**config.mk**
```make
export PLATFORM = sky130hd
export DESIGN_NAME = wiper_ctl
export DESIGN_NICKNAME = d
export VERILOG_FILES = /design/src/rtl/wiper_ctl.sv
export SDC_FILE = /design/constraint.sdc
export NUM_CORES = 1
export LEC_CHECK = 0
export BUFFER_PORTS_ARGS = -buffer_cell sky130_fd_sc_hd__clkbuf_2
export CAP_MARGIN = 10
export CORE_MARGIN = 1.5
export CORE_UTILIZATION = 35
export CTS_CLUSTER_SIZE = 24
export DETAILED_ROUTE_END_ITERATION = 7
export GPL_TIMING_DRIVEN = 0
export PLACE_DENSITY = 0.76
export SLEW_MARGIN = 30
export SYNTH_ARGS = -nofsm -noshare
export SYNTH_HDL_FRONTEND = slang
export SYNTH_SLANG_ARGS = --single-unit
```
**constraint.sdc**
```tcl
create_clock -name clk -period 2.1 [get_ports clk]
set_clock_uncertainty 0.2 [all_clocks]
set_input_delay 0.105 -clock clk [delete_from_list [all_inputs] [get_ports clk]]
set_output_delay 0.105 -clock clk [all_outputs]
set_load 0.01 [all_outputs]
```
**src/rtl/wiper_ctl.sv**
```systemverilog
module wiper_ctl #(
  parameter int N_TAPS      = 100,
  parameter int BUSY_CYCLES = 16,
  parameter int NV_DEFAULT  = 0,
  localparam int POS_W      = $clog2(N_TAPS),
  localparam int BW         = $clog2(BUSY_CYCLES + 1)
) (
  input  logic              clk,
  input  logic              rst_n,
  input  logic              por_n,
  input  logic              recall,
  input  logic              sel_n,
  input  logic              dir_up,
  input  logic              step_n,
  output logic [POS_W-1:0]  wiper_pos,
  output logic [N_TAPS-1:0] tap_sel,
  output logic              store_busy
);

  localparam logic [POS_W-1:0] TOP    = POS_W'(N_TAPS - 1);
  localparam logic [BW-1:0]    BUSY_N = BW'(BUSY_CYCLES);

  logic [2:0]       sel_sr, stp_sr;
  logic [1:0]       dir_sr;
  logic [POS_W-1:0] pos_q, nv_q;
  logic [BW-1:0]    busy_cnt;

  wire step_fall = stp_sr[2] & ~stp_sr[1];
  wire sel_rise  = ~sel_sr[2] & sel_sr[1];
  wire selected  = ~sel_sr[1];
  wire go_up     = dir_sr[1];
  wire store     = sel_rise & stp_sr[1];
  wire move      = step_fall & selected & ~store_busy;

  always_ff @(posedge clk or negedge rst_n) begin
    if (!rst_n) begin
      sel_sr <= '1;
      stp_sr <= '1;
      dir_sr <= '0;
    end else begin
      sel_sr <= {sel_sr[1:0], sel_n};
      stp_sr <= {stp_sr[1:0], step_n};
      dir_sr <= {dir_sr[0], dir_up};
    end
  end

  always_ff @(posedge clk or negedge rst_n) begin
    if (!rst_n)
      pos_q <= '0;
    else if (recall)
      pos_q <= nv_q;
    else if (move) begin
      if (go_up && pos_q != TOP)
        pos_q <= pos_q + 1'b1;
      else if (!go_up && pos_q != '0)
        pos_q <= pos_q - 1'b1;
    end
  end

  always_ff @(posedge clk or negedge por_n) begin
    if (!por_n)
      nv_q <= POS_W'(NV_DEFAULT);
    else if (store)
      nv_q <= pos_q;
  end

  always_ff @(posedge clk or negedge rst_n) begin
    if (!rst_n)
      busy_cnt <= '0;
    else if (store)
      busy_cnt <= BUSY_N;
    else if (busy_cnt != '0)
      busy_cnt <= busy_cnt - 1'b1;
  end

  assign store_busy = (busy_cnt != '0);
  assign wiper_pos  = pos_q;

  for (genvar i = 0; i < N_TAPS; i++) begin : g_tap
    assign tap_sel[i] = (pos_q == POS_W'(i));
  end

  // decoder output is one-hot
  a_r6_one_tap: assert property (@(posedge clk) disable iff (!rst_n || !por_n)
    $countones(tap_sel) == 1);

  // at most one position per clock outside a recall, no wrap
  a_r4_single_step: assert property (@(posedge clk) disable iff (!rst_n || !por_n)
    !recall |=> (pos_q == $past(pos_q) || pos_q == $past(pos_q) + 1'b1 ||
                 pos_q == $past(pos_q) - 1'b1));

  // no move while deselected
  a_r5_hold_deselected: assert property (@(posedge clk) disable iff (!rst_n || !por_n)
    (sel_sr[1] && !recall) |=> $stable(pos_q));

  // no move during a save
  a_r9_hold_busy: assert property (@(posedge clk) disable iff (!rst_n || !por_n)
    (store_busy && !recall) |=> $stable(pos_q));

  // busy starts with the saved value equal to the position
  a_r7_saved_value: assert property (@(posedge clk) disable iff (!rst_n || !por_n)
    $rose(store_busy) |-> nv_q == $past(pos_q));

  // recall takes the saved value
  a_r10_recall_loads: assert property (@(posedge clk) disable iff (!rst_n || !por_n)
    recall |=> pos_q == $past(nv_q));

endmodule

```
==> results of run 1 <==
## logic make-up after synthesis
| kind of cell | synth area share (%) |
|---|---|
| and+or+nand+nor | 42.5 |
| DFF | 35.1 |
| buffers and inverters | 6.68 |
| AOI/OAI and AO/OA | 8.61 |
| xor gates and xnor gates | 2.70 |
| adders and majority gates | 3.86 |
| muxes | 0.578 |
## final cells by class
type / count / share of cell area (%)
Multi-Input combinational cell: 223 / 42.1
Clock inverter: 1 / 0.170
Sequential cell: 27 / 23.3
Timing Repair Buffer: 130 / 24.6
Buffer: 15 / 4.42
Clock buffer: 3 / 1.40
Inverter: 6 / 1.02
Tap cell: 70 / 2.98
## metrics by stage
step | setup WS, ns | utilization (%)
finish | 0.0381 | 56.2
global route | -0.0856 | 56.2
CTS | 0.00961 | 53.2
detailed placement | -0.113 | 49.8
global placement | -0.0978 | 49.8
floorplan | 0.0182 | -
## timing repair
action                     CTS  global route
gates resized for setup     15            41
hold buffers                 7             0
setup buffers                4             5
pin swaps                    0             8
hold endpoints to repair    31             0
setup endpoints to repair   47            84
## flip-flops by register name, indices dropped and copies added, names as in the netlist
signal and flops:
nv_q 7, wiper_pos 7, busy_cnt 5, sel_sr 3, stp_sr 3, dir_sr 2
## critical path: stages, from the launching register on
cell        delay [ns]
dfrtp_2           0.42
buf_6             0.13
clkinvlp_4        0.13
buf_12            0.15
ha_4              0.17
nand4b_1          0.21
nand2_1           0.10
or3_4             0.37
o311ai_2          0.08
## worst min-delay path by stage
| stage | end | depth (start not counted) | start | slack (ns) |
|---|---|---|---|---|
| 2_1_floorplan | busy_cnt[0] | 0 | rst_n | -0.39 |
| 3_3_place_gp | nv_q[5] | 1 | por_n | -0.25 |
| 3_5_place_dp | nv_q[5] | 1 | por_n | -0.25 |
| 4_1_cts | busy_cnt[0] | 2 | rst_n | 0.14 |
| 5_1_grt | sel_sr[1] | 0 | sel_sr[0] | 0.17 |
| 6_report | wiper_pos[5] | 2 | rst_n | 0.13 |
## per-layer routing
metal / GRT usage [%] / vias to the layer above / share of wire, %
met5: 0 / - / 0
met4: 5.27 / 0 / 0.81
met3: 2.47 / 6 / 5.2
met2: 36.1 / 95 / 52
met1: 23.7 / 1086 / 42
li1: - / 1138 / -
## layout by cell type (no fill, tap or decap), types with 3 or more instances in the layout
cell type      instances
clkbuf_2             115
nor2_1               107
nand2_1               40
dfrtp_1               19
buf_4                  8
dlygate4sd3_1          8
buf_6                  6
dfstp_2                6
nand2_2                5
clkbuf_8               5
inv_1                  4
buf_2                  4
xnor2_1                4
a21oi_1                4
o21ai_0                4
nand3_1                3
nand3b_1               3
nor3_1                 3
o21ai_1                3
ha_4                   3
## power groups by stage
stage | clock [mW] | combinational, mW | sequential, mW
after floorplan | 0 | 0.645 | 0.738
after global placement | 0 | 0.896 | 0.740
after detailed placement | 0 | 0.913 | 0.749
after CTS | 0.297 | 0.999 | 0.735
after global routing | 0.328 | 1.29 | 0.755
final | 0.283 | 1.17 | 0.739
==> metrics.cfg, run 1 <==
[global_route]
grt_pass1_wl_mm = 9.78
overflow = 0
antenna_found_initial = 0
grt_max_degree = 21
track_usage_pct = 19.6
grt_pass1_vias = 2027

[synth]
yosysTopAreaCellShare_pct = 27.0
yosys_register_bits = 27
ys_seq_area_share_pct = 35.1
syn_nets = 287
synth_commonest_cells = nor2_1, nand2_1, dfrtp_1
synth_flop_cell = dfrtp_1
synthCells = 274
yosysWarnings = 0
synth_most_common_cell = nor2_1
post-synth-top-area-cell = dfrtp_1
synth-edff-count = 0
synthTopCellsByArea = dfrtp_1, nor2_1, nand2_1, dfstp_2, ha_1
syn_area_um2 = 1950
avgSynthCellArea_um2 = 7.11
synth_cell_types = 41
ys_async_sr_fraction_pct = 100

[final_layout]
antenna_cells = 0
syn2layout_area_growth_pct = 51.2
layoutNonFillerInstCount = 475
multi_input_comb_area_um2 = 1240
seq_area_um2 = 686
drive_gt1_share_pct = 44.9
fill_cells = 476
final_area_um2 = 2940
final_net_count = 419

[min_path]
min_path_type = primary input to asynchronous set/reset pin

[cts]
cts_tree = done
tritoncts.num_buffers = 3
cts-root-buf = clkbuf_8
numClockSinks = 27
path_clk_slew_ns = 0.09
htree_levels = 1
clkLatencyLatePin_ns = 0.27
clockBufferDepth = 2

[sta]
slew-limit-headroom_pct = 57.4
fin_crit_ns = 2.06
setup_viol = 0
fin_setup_tns_ns = 0
worstMarginPinSlew_ns = 0.637
final_hold_viol_count = 0
finalMaxSlewViolations = 0
rsz0062_at_grt = true
min_period_over_period_pct = 98.2
whs_ns = 0.133
fmax_mhz = 485

[worst_setup_path]
cp_max_fo = 5
worstSetupPathType = register to register
endpoint_kind = register
r2r_cells = 8
arrival_ns = 2.03
crit_start = wiper_pos[0]
reg2reg_from = wiper_pos[0]
worst_r2r_endpoint = wiper_pos[1]
critPathRequiredTime_ns = 2.07
r2r_slack_ns = 0.04
crit_path_start_kind = register
endpoint = wiper_pos[1]

[floorplanning]
coreArea_um2 = 5240
die_x_um = 77.6
ioPinCount = 115
dieArea_um2 = 6020
initial_core_util_pct = 37.2
fp-row-count = 26
die_h_um = 77.6

[route]
drc = 0
drt_iter0_markers = 204
dr.pass1.iters = 4
vias_per_cell = 4.89
wire_per_inst_um = 13.0
wl_mm = 6.16
num_vias = 2325
antenna_left = 0

[run_status]
outcome = finished clean

[pwr]
switching_share_pct = 41.6
ir_worst_vdd_mv = 0.384
power_leakage_nw = 1.47
clockPowerShare_pct = 12.9
p_int_mw = 1.28
p_seq_share_pct = 33.7
cellPowerDensity_nw_per_um2 = 745
power.total_mw = 2.19
combPwrFrac_pct = 53.4
p_sw_mw = 0.912

[place]
gp_congestion = 0.892
dp_cells = 458
dp_hpwl_mm = 4.59
placed_area_um2 = 2610
numPortBuffers = 114

[run]
drv_cap = 0

(Power assumes the default switching activity.)
==> inputs of run 2 (changes only) <==
MAX_ROUTING_LAYER = met4   (was default)
==> run 2 against run 1 <==
Clock power about the same; worst hold slack barely moved; combinational power about the same; total power is essentially flat; sequential power about the same; sequential share of layout area is the same; flip-flop and latch count unchanged; design area unchanged; largest cell class unchanged.
==> metrics.cfg, run 2 (synthesis results as in run 1) <==
[worst_setup_path]
arrival_ns = 2.04
crit_path_start_kind = register
slowest_stage = dfrtp_2
slowest_delay_ns = 0.42
worstPathCellList = buf_6 -> clkinvlp_4 -> buf_12 -> ha_4 -> nand4b_1 -> nand2_1 -> or3_4 -> o311ai_2
worstSetupPathType = register to register
critPathBufInv = 3
critPathRequiredTime_ns = 2.07
endpoint_kind = register
cp_max_fo = 5
cp_top_family = simple AND/OR/NAND/NOR gates

[final_layout]
final_cell_mix = clkbuf_2, nor2_1, nand2_1
seq_area_um2 = 686
layout_commonest_cell = clkbuf_2
drive_gt1_share_pct = 44.9
antenna_cells = 0
multi_input_comb_area_um2 = 1240
syn2layout_area_growth_pct = 51.2
final_area_um2 = 2940
final_net_count = 419
fill_cells = 476

[route]
dr.pass1.iters = 4
drc = 0
antenna_left = 0
wl_mm = 6.14
drt_iter0_markers = 153
wire_per_inst_um = 12.9
vias_per_cell = 4.89
num_vias = 2325

[global_route]
antenna_found_initial = 0
grt_pass1_vias = 2030
grt_use_met1_pct = 23.7
grt_max_degree = 21
busiest_layer = met2
use_met2_pct = 36.1
grtUsageMet3_pct = 2.47
grt_pass1_wl_mm = 9.79
track_usage_pct = 20.1
overflow = 0

[cts]
cts-root-buf = clkbuf_8
cts_tree = done
numClockSinks = 27
path_clk_slew_ns = 0.09
tritoncts.num_buffers = 3
clkLatencyLatePin_ns = 0.27
clockBufferDepth = 2
htree_levels = 1

[pwr]
p_seq_share_pct = 33.7
power_leakage_nw = 1.47
ir_worst_vdd_mv = 0.383
combPwrFrac_pct = 53.4
cellPowerDensity_nw_per_um2 = 745
p_sw_mw = 0.913
clockPowerShare_pct = 12.9
switching_share_pct = 41.6
p_int_mw = 1.28

[floorplanning]
dieArea_um2 = 6020
die_x_um = 77.6
ioPinCount = 115
die_h_um = 77.6
initial_core_util_pct = 37.2
fp-row-count = 26
coreArea_um2 = 5240

[place]
numPortBuffers = 114
gp_congestion = 0.907
placed_area_um2 = 2610
place_ws_ns = -0.113
dp_hpwl_mm = 4.59

[run_status]
outcome = finished clean

[sta]
worstMarginPinSlew_ns = 0.637
setup_viol = 0
slew-limit-headroom_pct = 57.4
fin_setup_tns_ns = 0
fin_ws_ns = 0.0326
fmax_mhz = 484
rsz0062_at_grt = true
min_period_over_period_pct = 98.4
finalMaxSlewViolations = 0
fin_crit_ns = 2.07
final_hold_viol_count = 0

[run]
drv_cap = 0

[min_path]
min_path_type = primary input to asynchronous set/reset pin

[run 2: cell counts in the layout (fill, tap and decap cells not counted)]
Identical to the previous run, type by type.
[run 2: layout make-up]
cell class              count  area share (%)
plain buffers              15            4.42
well taps                  70            2.98
inverters                   6            1.02
clock buffers               3            1.40
multi-input cells         223            42.1
flip-flops and latches     27            23.3
repair buffers            130            24.6
clock inverters             1           0.170
[run 2: power groups by stage]
stage | clock network, mW | logic [mW] | registers [mW]
finish | 0.283 | 1.17 | 0.739
global route | 0.328 | 1.30 | 0.755
CTS | 0.297 | 0.999 | 0.735
detailed placement | 0 | 0.913 | 0.749
global placement | 0 | 0.896 | 0.740
floorplan | 0 | 0.645 | 0.738
[run 2: timing repair]
action / in CTS / in global routing
hold buffers: 7 / 0
hold endpoints to repair: 31 / 0
buffers inserted: 4 / 5
setup endpoints to repair: 47 / 84
pin swaps: 0 / 8
resized for setup: 15 / 41
[run 2: final timing paths]
path / slack (ns) / endpoint / from / cells past startpoint
max: 0.03 / wiper_pos[1] / wiper_pos[0] / 8
min: 0.13 / wiper_pos[5] / rst_n / 2
max reg2reg: 0.03 / wiper_pos[1] / wiper_pos[0] / 8
min reg2reg: 0.16 / stp_sr[1] / stp_sr[0] / 0
max in group asynchronous: 0.89 / nv_q[4] / por_n / 3
min in group clk: 0.16 / stp_sr[1] / stp_sr[0] / 0
[run 2: routing by layer]
metal	vias to the layer above	share of wire, %
met5	-	0
met4	0	0.81
met3	6	4.7
met2	91	52
met1	1090	43
li1	1138	-
[run 2: through the flow]
step	util (%)	hold WS (ns)	power, mW	cells
2_1_floorplan	-	-0.391	1.38	274
3_3_place_gp	49.8	-0.254	1.64	458
3_5_place_dp	49.8	-0.248	1.66	458
4_1_cts	53.2	0.142	2.03	470
5_1_grt	56.2	0.167	2.38	475
6_report	56.2	0.133	2.19	475
[run 2: worst register-to-register path: stages (launching register included)]
cell	delay, ns
dfrtp_2	0.42
buf_6	0.13
clkinvlp_4	0.13
buf_12	0.16
ha_4	0.17
nand4b_1	0.21
nand2_1	0.10
or3_4	0.37
o311ai_2	0.08
